File: src/rtl/smb_blk_pkg.sv
package smb_blk_pkg;

    typedef enum logic [2:0] {
        LK_START     = 3'd0,
        LK_SEND      = 3'd1,
        LK_RECV_ACK  = 3'd2,
        LK_RECV_NACK = 3'd3,
        LK_STOP      = 3'd4
    } link_op_e;

    typedef enum logic [3:0] {
        ST_IDLE,
        ST_ADDR,
        ST_CMD,
        ST_RADDR,
        ST_CNT,
        ST_DATA,
        ST_HOLD,
        ST_STOP
    } seq_state_e;

    // register offsets
    localparam logic [3:0] OFS_STAT = 4'd0;
    localparam logic [3:0] OFS_CTRL = 4'd2;
    localparam logic [3:0] OFS_CMD  = 4'd3;
    localparam logic [3:0] OFS_ADDR = 4'd4;
    localparam logic [3:0] OFS_D0   = 4'd5;
    localparam logic [3:0] OFS_BLK  = 4'd7;

    // status bit positions
    localparam int SB_BUSY  = 0;
    localparam int SB_INTR  = 1;
    localparam int SB_DEV   = 2;
    localparam int SB_BUS   = 3;
    localparam int SB_FAIL  = 4;
    localparam int SB_BDONE = 7;

    // control fields
    localparam int         CB_START   = 6;
    localparam int         CB_LAST    = 5;
    localparam logic [2:0] PROTO_BLOCK = 3'b101;

    // flags that must be clear before a block may begin
    localparam logic [7:0] IDLE_MASK = 8'h9F;

    typedef struct packed {
        logic intr;
        logic dev;
        logic bus;
        logic fail;
        logic bdone;
    } stat_set_t;

    function automatic logic [7:0] clamp_count(input logic [7:0] v,
                                               input logic [7:0] lo,
                                               input logic [7:0] hi);
        if (v < lo)      return lo;
        else if (v > hi) return hi;
        else             return v;
    endfunction

endpackage

File: src/rtl/smb_blk_regs.sv
module smb_blk_regs
    import smb_blk_pkg::*;
(
    input  logic       clk,
    input  logic       rst,
    input  logic       wr_en,
    input  logic [3:0] wr_addr,
    input  logic [7:0] wr_data,
    input  logic [3:0] rd_addr,
    output logic [7:0] rd_data,
    input  stat_set_t  set_i,
    input  logic       busy_i,
    input  logic       d0_load_i,
    input  logic [7:0] d0_val_i,
    input  logic       blk_load_i,
    input  logic [7:0] blk_val_i,
    output logic       start_req_o,
    output logic [7:0] ctrl_o,
    output logic [7:0] cmd_o,
    output logic [7:0] addr_o,
    output logic [7:0] data0_o,
    output logic [7:0] blk_o,
    output logic [7:0] stat_o
);

    logic [7:0] ctrl_q, cmd_q, addr_q, d0_q, blk_q;
    logic       intr_q, dev_q, bus_q, fail_q, bdone_q;
    logic       wr_stat;

    assign wr_stat = wr_en && (wr_addr == OFS_STAT);

    assign start_req_o = wr_en && (wr_addr == OFS_CTRL) && wr_data[CB_START]
                         && (wr_data[4:2] == PROTO_BLOCK);

    always_ff @(posedge clk) begin
        if (rst) begin
            ctrl_q <= '0;
            cmd_q  <= '0;
            addr_q <= '0;
            d0_q   <= '0;
            blk_q  <= '0;
        end else begin
            if (wr_en) begin
                unique case (wr_addr)
                    OFS_CTRL: ctrl_q <= wr_data & ~(8'h1 << CB_START);
                    OFS_CMD:  cmd_q  <= wr_data;
                    OFS_ADDR: addr_q <= wr_data;
                    OFS_D0:   d0_q   <= wr_data;
                    OFS_BLK:  blk_q  <= wr_data;
                    default: ;
                endcase
            end
            if (d0_load_i)  d0_q  <= d0_val_i;
            if (blk_load_i) blk_q <= blk_val_i;
        end
    end

    // write-1-to-clear flags; a set from the engine wins over a clear
    always_ff @(posedge clk) begin
        if (rst) begin
            intr_q  <= 1'b0;
            dev_q   <= 1'b0;
            bus_q   <= 1'b0;
            fail_q  <= 1'b0;
            bdone_q <= 1'b0;
        end else begin
            intr_q  <= set_i.intr  | (intr_q  & ~(wr_stat & wr_data[SB_INTR]));
            dev_q   <= set_i.dev   | (dev_q   & ~(wr_stat & wr_data[SB_DEV]));
            bus_q   <= set_i.bus   | (bus_q   & ~(wr_stat & wr_data[SB_BUS]));
            fail_q  <= set_i.fail  | (fail_q  & ~(wr_stat & wr_data[SB_FAIL]));
            bdone_q <= set_i.bdone | (bdone_q & ~(wr_stat & wr_data[SB_BDONE]));
        end
    end

    assign stat_o  = {bdone_q, 2'b00, fail_q, bus_q, dev_q, intr_q, busy_i};
    assign ctrl_o  = ctrl_q;
    assign cmd_o   = cmd_q;
    assign addr_o  = addr_q;
    assign data0_o = d0_q;
    assign blk_o   = blk_q;

    always_comb begin
        unique case (rd_addr)
            OFS_STAT: rd_data = stat_o;
            OFS_CTRL: rd_data = ctrl_q;
            OFS_CMD:  rd_data = cmd_q;
            OFS_ADDR: rd_data = addr_q;
            OFS_D0:   rd_data = d0_q;
            OFS_BLK:  rd_data = blk_q;
            default:  rd_data = 8'h00;
        endcase
    end

    // the interrupt flag rises only once the engine has gone idle
    p_intr_idle_r8: assert property (@(posedge clk) disable iff (rst)
        $rose(intr_q) |-> !busy_i);

    // byte-done falls only after a write of 1 to it
    p_bdone_w1c_r10: assert property (@(posedge clk) disable iff (rst)
        $fell(bdone_q) |-> $past(wr_stat && wr_data[SB_BDONE]));

endmodule

File: src/rtl/smb_blk_seq.sv
module smb_blk_seq
    import smb_blk_pkg::*;
#(
    parameter int MAX_LEN = 32,
    parameter int MIN_LEN = 1
) (
    input  logic       clk,
    input  logic       rst,
    input  logic       start_req_i,
    input  logic [7:0] ctrl_i,
    input  logic [7:0] cmd_i,
    input  logic [7:0] addr_i,
    input  logic [7:0] data0_i,
    input  logic [7:0] blk_i,
    input  logic [7:0] stat_i,
    output logic       lk_req_o,
    output logic [2:0] lk_op_o,
    output logic [7:0] lk_wdata_o,
    input  logic       lk_done_i,
    input  logic [7:0] lk_rdata_i,
    input  logic       lk_nak_i,
    input  logic       lk_col_i,
    input  logic       lk_fail_i,
    output stat_set_t  set_o,
    output logic       d0_load_o,
    output logic [7:0] d0_val_o,
    output logic       blk_load_o,
    output logic [7:0] blk_val_o,
    output logic       busy_o
);

    localparam int         IW = $clog2(MAX_LEN + 1);
    localparam logic [7:0] LO = 8'(MIN_LEN);
    localparam logic [7:0] HI = 8'(MAX_LEN);

    seq_state_e     st_q;
    logic [7:0]     tgt_q, cmd_q;
    logic           rd_q, fin_q, abort_q;
    logic [IW-1:0]  len_q, idx_q;

    link_op_e       op;
    logic [7:0]     wd;
    logic           req, last_now, is_tx, err_now, step;

    assign last_now = (idx_q == len_q - IW'(1)) || (rd_q && ctrl_i[CB_LAST]);

    always_comb begin
        op  = LK_STOP;
        wd  = 8'h00;
        req = 1'b1;
        unique case (st_q)
            ST_ADDR:  begin op = LK_START; wd = {tgt_q[7:1], 1'b0}; end
            ST_CMD:   begin op = LK_SEND;  wd = cmd_q; end
            ST_RADDR: begin op = LK_START; wd = {tgt_q[7:1], 1'b1}; end
            ST_CNT: begin
                if (rd_q) op = LK_RECV_ACK;
                else begin op = LK_SEND; wd = 8'(len_q); end
            end
            ST_DATA: begin
                if (rd_q) op = last_now ? LK_RECV_NACK : LK_RECV_ACK;
                else begin op = LK_SEND; wd = blk_i; end
            end
            ST_STOP:  op = LK_STOP;
            default:  req = 1'b0;
        endcase
    end

    assign is_tx   = (op == LK_START) || (op == LK_SEND);
    assign step    = lk_done_i && req;
    assign err_now = step && (st_q != ST_STOP)
                     && (lk_fail_i || lk_col_i || (lk_nak_i && is_tx));

    always_comb begin
        set_o       = '0;
        set_o.dev   = err_now && lk_nak_i && is_tx;
        set_o.bus   = err_now && lk_col_i;
        set_o.fail  = err_now && lk_fail_i;
        set_o.bdone = step && (st_q == ST_DATA) && !err_now;
        set_o.intr  = step && (st_q == ST_STOP) && !abort_q;
    end

    assign d0_load_o  = step && (st_q == ST_CNT) && rd_q && !err_now;
    assign d0_val_o   = clamp_count(lk_rdata_i, LO, HI);
    assign blk_load_o = set_o.bdone && rd_q;
    assign blk_val_o  = lk_rdata_i;

    assign lk_req_o   = req;
    assign lk_op_o    = op;
    assign lk_wdata_o = wd;
    assign busy_o     = (st_q != ST_IDLE);

    always_ff @(posedge clk) begin
        if (rst) begin
            st_q    <= ST_IDLE;
            tgt_q   <= '0;
            cmd_q   <= '0;
            rd_q    <= 1'b0;
            fin_q   <= 1'b0;
            abort_q <= 1'b0;
            len_q   <= '0;
            idx_q   <= '0;
        end else begin
            unique case (st_q)
                ST_IDLE: begin
                    if (start_req_i && ((stat_i & IDLE_MASK) == 8'h00)) begin
                        st_q    <= ST_ADDR;
                        tgt_q   <= addr_i;
                        cmd_q   <= cmd_i;
                        rd_q    <= addr_i[0];
                        idx_q   <= '0;
                        fin_q   <= 1'b0;
                        abort_q <= 1'b0;
                        len_q   <= IW'(clamp_count(data0_i, LO, HI));
                    end
                end
                ST_HOLD: begin
                    if (!stat_i[SB_BDONE]) st_q <= fin_q ? ST_STOP : ST_DATA;
                end
                default: begin
                    if (err_now) begin
                        abort_q <= 1'b1;
                        st_q    <= ST_STOP;
                    end else if (step) begin
                        unique case (st_q)
                            ST_ADDR:  st_q <= ST_CMD;
                            ST_CMD:   st_q <= rd_q ? ST_RADDR : ST_CNT;
                            ST_RADDR: st_q <= ST_CNT;
                            ST_CNT: begin
                                if (rd_q) len_q <= IW'(d0_val_o);
                                st_q <= ST_DATA;
                            end
                            ST_DATA: begin
                                idx_q <= idx_q + IW'(1);
                                fin_q <= last_now;
                                st_q  <= ST_HOLD;
                            end
                            ST_STOP:  st_q <= ST_IDLE;
                            default:  st_q <= ST_IDLE;
                        endcase
                    end
                end
            endcase
        end
    end

    // a pending link request keeps its operation and byte until done
    p_req_stable_r2: assert property (@(posedge clk) disable iff (rst)
        lk_req_o && !lk_done_i |=> lk_req_o && $stable(lk_op_o) && $stable(lk_wdata_o));

    // no link activity while byte-done is pending
    p_stall_r3: assert property (@(posedge clk) disable iff (rst)
        stat_i[SB_BDONE] |-> !lk_req_o);

    // a start refused by the idle mask leaves the engine idle
    p_refuse_r1: assert property (@(posedge clk) disable iff (rst)
        start_req_i && ((stat_i & IDLE_MASK) != 8'h00) && !busy_o |=> !busy_o);

    // a collision on a data-phase op is followed by a stop request
    p_abort_stop_r9: assert property (@(posedge clk) disable iff (rst)
        lk_req_o && lk_done_i && lk_col_i && (lk_op_o != 3'(LK_STOP))
        |=> lk_req_o && (lk_op_o == 3'(LK_STOP)));

    // the byte index never passes the block length
    p_idx_bound_r11: assert property (@(posedge clk) disable iff (rst)
        busy_o |-> idx_q <= len_q);

endmodule

File: src/rtl/smb_blk_engine.sv
module smb_blk_engine
    import smb_blk_pkg::*;
#(
    parameter int MAX_LEN = 32,
    parameter int MIN_LEN = 1
) (
    input  logic       clk,
    input  logic       rst,
    input  logic       sw_we,
    input  logic [3:0] sw_waddr,
    input  logic [7:0] sw_wdata,
    input  logic [3:0] sw_raddr,
    output logic [7:0] sw_rdata,
    output logic       lk_req,
    output logic [2:0] lk_op,
    output logic [7:0] lk_wdata,
    input  logic       lk_done,
    input  logic [7:0] lk_rdata,
    input  logic       lk_nak,
    input  logic       lk_col,
    input  logic       lk_fail
);

    stat_set_t  set_w;
    logic       busy_w, start_w, d0_load_w, blk_load_w;
    logic [7:0] d0_val_w, blk_val_w;
    logic [7:0] ctrl_w, cmd_w, addr_w, data0_w, blk_w, stat_w;

    smb_blk_regs u_regs (
        .clk        (clk),
        .rst        (rst),
        .wr_en      (sw_we),
        .wr_addr    (sw_waddr),
        .wr_data    (sw_wdata),
        .rd_addr    (sw_raddr),
        .rd_data    (sw_rdata),
        .set_i      (set_w),
        .busy_i     (busy_w),
        .d0_load_i  (d0_load_w),
        .d0_val_i   (d0_val_w),
        .blk_load_i (blk_load_w),
        .blk_val_i  (blk_val_w),
        .start_req_o(start_w),
        .ctrl_o     (ctrl_w),
        .cmd_o      (cmd_w),
        .addr_o     (addr_w),
        .data0_o    (data0_w),
        .blk_o      (blk_w),
        .stat_o     (stat_w)
    );

    smb_blk_seq #(
        .MAX_LEN(MAX_LEN),
        .MIN_LEN(MIN_LEN)
    ) u_seq (
        .clk        (clk),
        .rst        (rst),
        .start_req_i(start_w),
        .ctrl_i     (ctrl_w),
        .cmd_i      (cmd_w),
        .addr_i     (addr_w),
        .data0_i    (data0_w),
        .blk_i      (blk_w),
        .stat_i     (stat_w),
        .lk_req_o   (lk_req),
        .lk_op_o    (lk_op),
        .lk_wdata_o (lk_wdata),
        .lk_done_i  (lk_done),
        .lk_rdata_i (lk_rdata),
        .lk_nak_i   (lk_nak),
        .lk_col_i   (lk_col),
        .lk_fail_i  (lk_fail),
        .set_o      (set_w),
        .d0_load_o  (d0_load_w),
        .d0_val_o   (d0_val_w),
        .blk_load_o (blk_load_w),
        .blk_val_o  (blk_val_w),
        .busy_o     (busy_w)
    );

endmodule

File: config.mk
export PLATFORM = sky130hd
export DESIGN_NAME = smb_blk_engine
export DESIGN_NICKNAME = d
export VERILOG_FILES = /design/src/rtl/smb_blk_pkg.sv /design/src/rtl/smb_blk_regs.sv /design/src/rtl/smb_blk_seq.sv /design/src/rtl/smb_blk_engine.sv
export SDC_FILE = /design/constraint.sdc
export NUM_CORES = 1
export LEC_CHECK = 0
export BUFFER_PORTS_ARGS = -buffer_cell sky130_fd_sc_hd__buf_4
export CAP_MARGIN = 20
export CORE_MARGIN = 10
export CORE_UTILIZATION = 36
export DETAILED_ROUTE_END_ITERATION = 6
export SYNTH_ARGS = -nofsm -noshare
export SYNTH_HDL_FRONTEND = slang
export SYNTH_HIERARCHICAL = 1
export SYNTH_SLANG_ARGS = --single-unit
File: constraint.sdc
create_clock -name clk -period 4.2 [get_ports clk]
set_input_delay 0.42 -clock clk [delete_from_list [all_inputs] [get_ports clk]]
set_output_delay 0.42 -clock clk [all_outputs]
set_load 0.01 [all_outputs]
### Word-level counts from Yosys, hierarchy flattened

Index checks and enable logic that the tools add are counted.

| storage, ports and cells | value |
|---|---|
| flip-flop bits (word level) | 79 |
| output and inout bits | 20 |

| cells by class | value |
|---|---|
| order comparisons | 4 |
| add/sub/neg operators | 2 |
| equality and inequality tests | 24 |
| mux-type cells | 45 |
| reductions and logical operators | 56 |
| bitwise operators | 21 |

Operators with widths:

| kind | count |
|---|---|
| 6-bit 2-to-1 mux | 12 |
| 8-bit 2-to-1 mux | 9 |
| 8-bit one-hot mux with 6 select lines | 1 |
| 4-bit by 3-bit == test with 1-bit output (second input constant) | 10 |
| 8-bit one-hot mux with 5 select lines | 1 |
| 4-bit by 2-bit == test with 1-bit output (second input constant) | 6 |
| 6-bit one-hot mux with 2 select lines | 2 |
| 1-bit logical AND | 22 |
| 4-bit one-hot mux with 5 select lines | 1 |
| 2-bit nonzero test | 9 |
| 8-bit by 6-bit greater-than comparator with 1-bit output (second input constant) | 2 |
| 8-bit by 1-bit < comparator with 1-bit output (second input constant) | 2 |
| 4-bit 2-to-1 mux | 4 |
| 4-bit logical NOT | 3 |
| 3-bit one-hot mux with 4 select lines | 1 |
| 2-bit AND reduction | 6 |
| 1-bit bitwise AND | 10 |
| 8-bit logical NOT | 1 |
| 4-bit one-hot mux with 2 select lines | 1 |
| 4-bit nonzero test | 2 |
| 1-bit 2-to-1 mux | 7 |
| 6-bit by 1-bit adder with 6-bit output (second input constant) | 1 |
| 6-bit == test | 1 |
| 3-bit 2-to-1 mux | 2 |
| 19 further kinds | 36 |

### Depth between registers and ports, before layout

Gate-level depths: netlist of the first run.

| logic depth | value |
|---|---|
| word-level depth | 16 |
| depth in mapped cells | 11 |

### By module

The synthesis of the first run kept the hierarchy.

Modules (own cells, without submodules):

| module | cells each | area an instance (sq um) | instances |
|---|---|---|---|
| smb_blk_regs | 271 | 2,389.8 | 1 |
| smb_blk_seq | 306 | 2,257.2 | 1 |

### Least setup slack after synthesis of the first run

No wires, ideal clock.

| timing path | value |
|---|---|
| kind | register -> register |
| start point | register u_seq.st_q[1] |
| end point | register u_regs.d0_q[3] (netlist: u_regs/data0_o[3]) |
| setup time | 103 ps |
| arrival time | 2,633 ps |
| stages on the path, launching flop included | 12 |
| required time | 4,097 ps |
| setup slack | 1,464 ps |
| buffers on the path | 3 |
| cells stage by stage | dfxtp_1 > buf_4 > inv_1 > ha_1 > nand2_1 > a2bb2oi_2 > a21oi_2 > buf_2 > nor4_1 > buf_1 > nor3_1 > a2111oi_2 |

| between the ends | value |
|---|---|
| longest elaborated chain between the ends | 12 |
| elaborated cells on any way between the ends | 27 |
| classes of those cells | 8 x eq/ne; 3 x mux; 16 x reduce/logical |

RTL lines:

| item | RTL line | RTL |
|---|---|---|
| from (decl) | smb_blk_seq.sv:36 | `seq_state_e st_q;` |
| from (signal assigned) | smb_blk_seq.sv:117 | `if (!stat_i[SB_BDONE]) st_q <= fin_q ? ST_STOP : ST_DATA;` |
| from (signal assigned) | smb_blk_seq.sv:126 | `ST_CMD: st_q <= rd_q ? ST_RADDR : ST_CNT;` |
| 4-bit by 1-bit == test with 1-bit output / 4-bit by 2-bit == test with 1-bit output (equally long branches) | smb_blk_seq.sv:51 | `unique case (st_q)` |
| 2-bit OR reduction (no source line) | -- |  |
| 3-bit one-hot mux with 4 select lines | smb_blk_seq.sv:51 |  |
| 3-bit by 1-bit == test with 1-bit output / 3-bit logical NOT (equally long branches) | smb_blk_seq.sv:68 | `assign is_tx = (op == LK_START) \|\| (op == LK_SEND);` |
| 1-bit logical OR | smb_blk_seq.sv:68 |  |
| 1-bit logical AND | smb_blk_seq.sv:71 | `&& (lk_fail_i \|\| lk_col_i \|\| (lk_nak_i && is_tx));` |
| 1-bit logical OR | smb_blk_seq.sv:71 |  |
| 1-bit logical AND | smb_blk_seq.sv:71 |  |
| 1-bit logical NOT | smb_blk_seq.sv:82 | `assign d0_load_o = step && (st_q == ST_CNT) && rd_q && !err_now;` |
| 1-bit logical AND (*) | smb_blk_seq.sv:82 |  |
| named net d0_load_w | smb_blk_engine.sv:25 | `logic busy_w, start_w, d0_load_w, blk_load_w;` |
| 2-bit nonzero test (no source line) | -- |  |
| 2-bit AND reduction (no source line) | -- |  |
| to (signal assigned) | smb_blk_regs.sv:48 | `OFS_D0: d0_q <= wr_data;` |
| to (signal assigned) | smb_blk_regs.sv:53 | `if (d0_load_i) d0_q <= d0_val_i;` |
| to (decl) | smb_blk_regs.sv:26 | `logic [7:0] ctrl_q, cmd_q, addr_q, d0_q, blk_q;` |

Mark *: on every way through the listed nets, which the timed path passes. The rest lies on a longest branch.
A chain may end at the register's enable or synchronous reset.

==> impl_metrics.toml, run 1 <==
[pwr]
ir_worst_vdd_mv = 0.2541
power_density_nw_per_um2 = 363.6
total_power_mw = 1.899
leakage_nw = 1.903

[layout]
layout.nets = 614
syn2layout_area_growth_pct = 13.00
diodes = 0
drive_above_1_share_pct = 18.12
fin_cells = 757

[yosys]
synth_area_um2 = 4621
yosys_warnings = 6
syn_inst = 573
avgSynthCellArea_um2 = 8.064

[clock_tree]
cts_num_sinks = 77
post-cts-setup-buffer-count = 0
ctsResizeCount = 0
numCtsBuffers = 9
clk_latency_ns = 0.34
cts-root-buf = "clkbuf_16"
htreeDepth = 3
cts_tree = "built"
cts_buffer_depth = 2
postCtsHoldBufs = 0
clk_pin_slew_worst_paths_ns = 0.06

[detailed_routing]
drc = 0
drt-total-wl_mm = 14.48
ant_nets = 0
drtPass1Iterations = 5
routed_via_density = 5.756
vias = 4357
drtIter0Drc = 611
wire_per_inst_um = 19.13

[floorplanning]
ios = 51
die_area_um2 = 17770
die_y_um = 133.3
fp-row-count = 41
coreArea_um2 = 12620
initial_core_util_pct = 36.62
die_x_um = 133.3

[timing]
finalHoldViolCount = 0
grt_setup_unrepaired = "false"
skew_ns = 0.009882
post-route-period-util_pct = 77.91
final.setup.worst_slack_ns = 0.9278
slew_violations = 0
setup_viol = 0
tns_ns = 0
fmax_ghz = 0.3056
finalCriticalPeriod_ns = 3.272
worst_slew_pin_slew_ns = 0.9446
max-slew-margin-rel_pct = 37.03

[flow_run]
cap_violations = 0

[placed_design]
dp.cells = 741
pre_cts_ws_ns = 0.9915
port_buffers = 50
gp_congestion = 0.9331
post-dp-hpwl_mm = 10.69

[global_routing]
track_usage_pct = 15.74
grt-ovfl-total = 0
antenna_found_initial = 0
grt_max_degree = 75
grt_pass1_vias = 4157
grt_pass1_wl_mm = 22.76

[worst_setup_path]
cp-end-kind = "register"
worstPathMaxFanout = 24
worst_ep_required_time_ns = 4.43
start_kind = "register"
crit_arrival_ns = 3.50
path_class = "register to register"

[min_path]
hp-class = "primary input to register"

[status]
status = "complete, no violations"
==> flip-flops by register name (all words and copies together) (netlist names) <==
register        cells
u_regs/addr_o       8
u_regs/bdone_q      1
u_regs/blk_o        8
u_regs/bus_q        1
u_regs/cmd_o        8
u_regs/ctrl_o       7
u_regs/data0_o      8
u_regs/dev_q        1
u_regs/fail_q       1
u_regs/intr_q       1
u_seq/abort_q       1
u_seq/cmd_q         8
u_seq/fin_q         1
u_seq/idx_q         6
u_seq/len_q         6
u_seq/st_q          3
u_seq/tgt_q         8
==> cells in the final DEF (no fill, tap or decap), types with 9 or more instances in the layout <==
master	count
a221oi_1	9
a21oi_1	54
inv_1	28
nand3_1	21
a22oi_1	18
nor2_1	52
dfxtp_1	77
buf_4	52
mux2i_1	16
clkbuf_16	9
nor3_1	40
and2_1	10
a2111oi_2	16
nand2_1	63
==> stage by stage <==
stage	cell area, um2	utilization (%)	hold slack, ns
after global placement	4895	38.79	0.4434
after global routing	5221	41.37	0.3899
after floorplan	4624	-	0.4332
final	5221	41.37	0.3838
after CTS	5221	41.37	0.3820
after detailed placement	4895	38.79	0.4483
==> path summary, 6_finish.rpt <==
check,from,to,cells past startpoint,slack [ns]
max,u_seq/st_q[1],u_regs/blk_o[5],8,0.93
min,lk_rdata[2],u_regs/blk_o[2],3,0.38
max reg2reg,u_seq/st_q[1],u_regs/blk_o[5],8,0.93
min reg2reg,u_seq/abort_q,u_seq/abort_q,2,0.46
==> where the power goes <==
group          internal, mW  switching [mW]
Clock                 0.538           0.320
Sequential            0.744          0.0332
Combinational        0.0952           0.168
==> layout make-up <==
cell class / instances / area [um2]
Multi-Input combinational cell: 412 / 2643
Clock inverter: 5 / 83.83
Clock buffer: 11 / 242.7
Inverter: 28 / 105.1
Tap cell: 172 / 215.2
Fill cell: 1315 / 7398
Sequential cell: 77 / 1541
Timing Repair Buffer: 52 / 390.4
==> routing by layer <==
layer  wire [um]  up-vias  GRT usage (%)
li1            -     2077              -
met3         996       25          3.195
met4         341        0          5.200
met2        6370      189          23.38
met1        6771     2066          22.08
met5           0        -              0
==> critical path, cell delays in order (launching register included) <==
cell and delay [ns]:
dfxtp_1 0.78, inv_1 0.18, ha_1 0.32, nand2_1 0.10, a2bb2oi_2 0.22, and3b_1 0.30, and2_1 0.79, nor3_1 0.15
a2111oi_2 0.32
(Power assumes the default switching activity.)
==> inputs of run 2 (changes only) <==
Clock period 4.2 ns to 3.1 ns, I/O delays scaled along.
==> run 2 against run 1 <==
Net effect:
- sequential share of layout area fell by 0.40 points
- die area did not move
- first-iteration DRC count fell by 14%
- global-route usage rose by 0.32 points
- combinational power rose by 49%
- cell count rose by 1.2%
- clock-buffer cell count fell by 2
- clock power rose by 38%
- flip-flop and latch count did not move
- total power rose by 37%
- hold slack got worse by 0.13 ns
- largest power group unchanged
==> impl_metrics.toml, run 2 (synthesis gave the netlist of run 1 again) <==
[detailed_routing]
vias = 4408
wire_per_inst_um = 18.78
drtPass1Iterations = 6
routed_via_density = 5.755
drtIter0Drc = 528
drc = 0
ant_nets = 0
drt-total-wl_mm = 14.39

[status]
status = "complete, no violations"

[clock_tree]
ctsResizeCount = 0
cts_buffer_depth = 2
cts_num_sinks = 77
numCtsBuffers = 9
post-cts-setup-buffer-count = 0
clk_latency_ns = 0.33
clk_pin_slew_worst_paths_ns = 0.06
cts_tree = "built"
cts-root-buf = "clkbuf_16"
htreeDepth = 3
postCtsHoldBufs = 0

[floorplanning]
die_y_um = 133.3
die_area_um2 = 17770
coreArea_um2 = 12620
ios = 51
initial_core_util_pct = 36.62
fp-row-count = 41
die_x_um = 133.3

[layout]
diodes = 0
final_common_cell = "dfxtp_1"
fin_cells = 766
syn2layout_area_growth_pct = 14.54
drive_above_1_share_pct = 19.53
utilization_pct = 41.94
layout.nets = 623
final_cell_mix = "dfxtp_1 (77), nand2_1 (63), buf_4 (61), a21oi_1 (54), nor2_1 (52)"

[worst_setup_path]
cp-end-kind = "output pin"
crit_arrival_ns = 2.50
start_kind = "register"
worst_ep_required_time_ns = 2.79
path_class = "register to output pin"
worstPathMaxFanout = 15

[timing]
skew_ns = 0.005238
finalCriticalPeriod_ns = 2.806
max-slew-margin-rel_pct = 40.79
holdWs_ns = 0.2558
tns_ns = 0
finalHoldViolCount = 0
worst_slew_pin_slew_ns = 0.8881
post-route-period-util_pct = 90.51
setup_viol = 0
grt_setup_unrepaired = "false"
slew_violations = 0
final.setup.worst_slack_ns = 0.2942
fmax_ghz = 0.3564

[global_routing]
grt_pass1_wl_mm = 23.63
grt-ovfl-total = 0
track_usage_pct = 16.06
antenna_found_initial = 0
grt_max_degree = 75
grt_pass1_vias = 4297

[pwr]
power_density_nw_per_um2 = 490.9
ir_worst_vdd_mv = 0.3402
leakage_nw = 1.958

[min_path]
hp-class = "primary input to register"

[placed_design]
post-dp-hpwl_mm = 10.79
gp_congestion = 0.9332
dp.cells = 750
pre_cts_ws_ns = 0.5248
port_buffers = 50

[flow_run]
cap_violations = 0
## run 2: final timing paths
path,from,to,slack [ns],depth (start not counted)
worst max-delay path,u_seq/st_q[2],lk_wdata[0],0.29,6
worst min-delay path,lk_rdata[5],u_regs/blk_o[5],0.26,3
worst max register to register,u_seq/st_q[2],u_seq/idx_q[3],0.61,7
worst min register to register,u_seq/cmd_q[7],u_seq/cmd_q[7],0.46,2
## run 2: area by class of cell
class | instances | area [um2]
multi-input cells | 412 | 2643
repair buffers | 61 | 457.9
inverters | 28 | 105.1
flip-flops and latches | 77 | 1541
clock inverters | 7 | 105.1
fillers | 1305 | 7327
clock buffers | 9 | 225.2
well taps | 172 | 215.2
## run 2: critical path, cell delays in order (launching register included)
cell	delay [ns]
dfxtp_1	0.52
buf_4	0.28
inv_1	0.14
nor4_2	0.64
a22oi_1	0.25
a21oi_1	0.19
buf_4	0.14
## run 2: power by group
group / switching [mW] / internal (mW) / total [mW] / leakage, nW
Sequential: 0.0230 / 1.01 / 1.03 / 0.621
Clock: 0.457 / 0.720 / 1.18 / 0.159
Combinational: 0.252 / 0.139 / 0.391 / 1.18
## run 2: stage by stage
stage                     area [um2]  power, mW
after global placement          4962      1.431
after detailed placement        4962      1.439
final                           5293      2.598
after global routing            5293      2.698
after CTS                       5293      2.608
after floorplan                 4624      1.312
## run 2: metal layers
layer  GRT usage [%]  vias to the layer above  wire (um)
met1           22.76                     2105       6743
met5               0                        -          0
met3           2.970                       26       1099
li1                -                     2090          -
met4           4.172                        0        256
met2           24.28                      187       6286
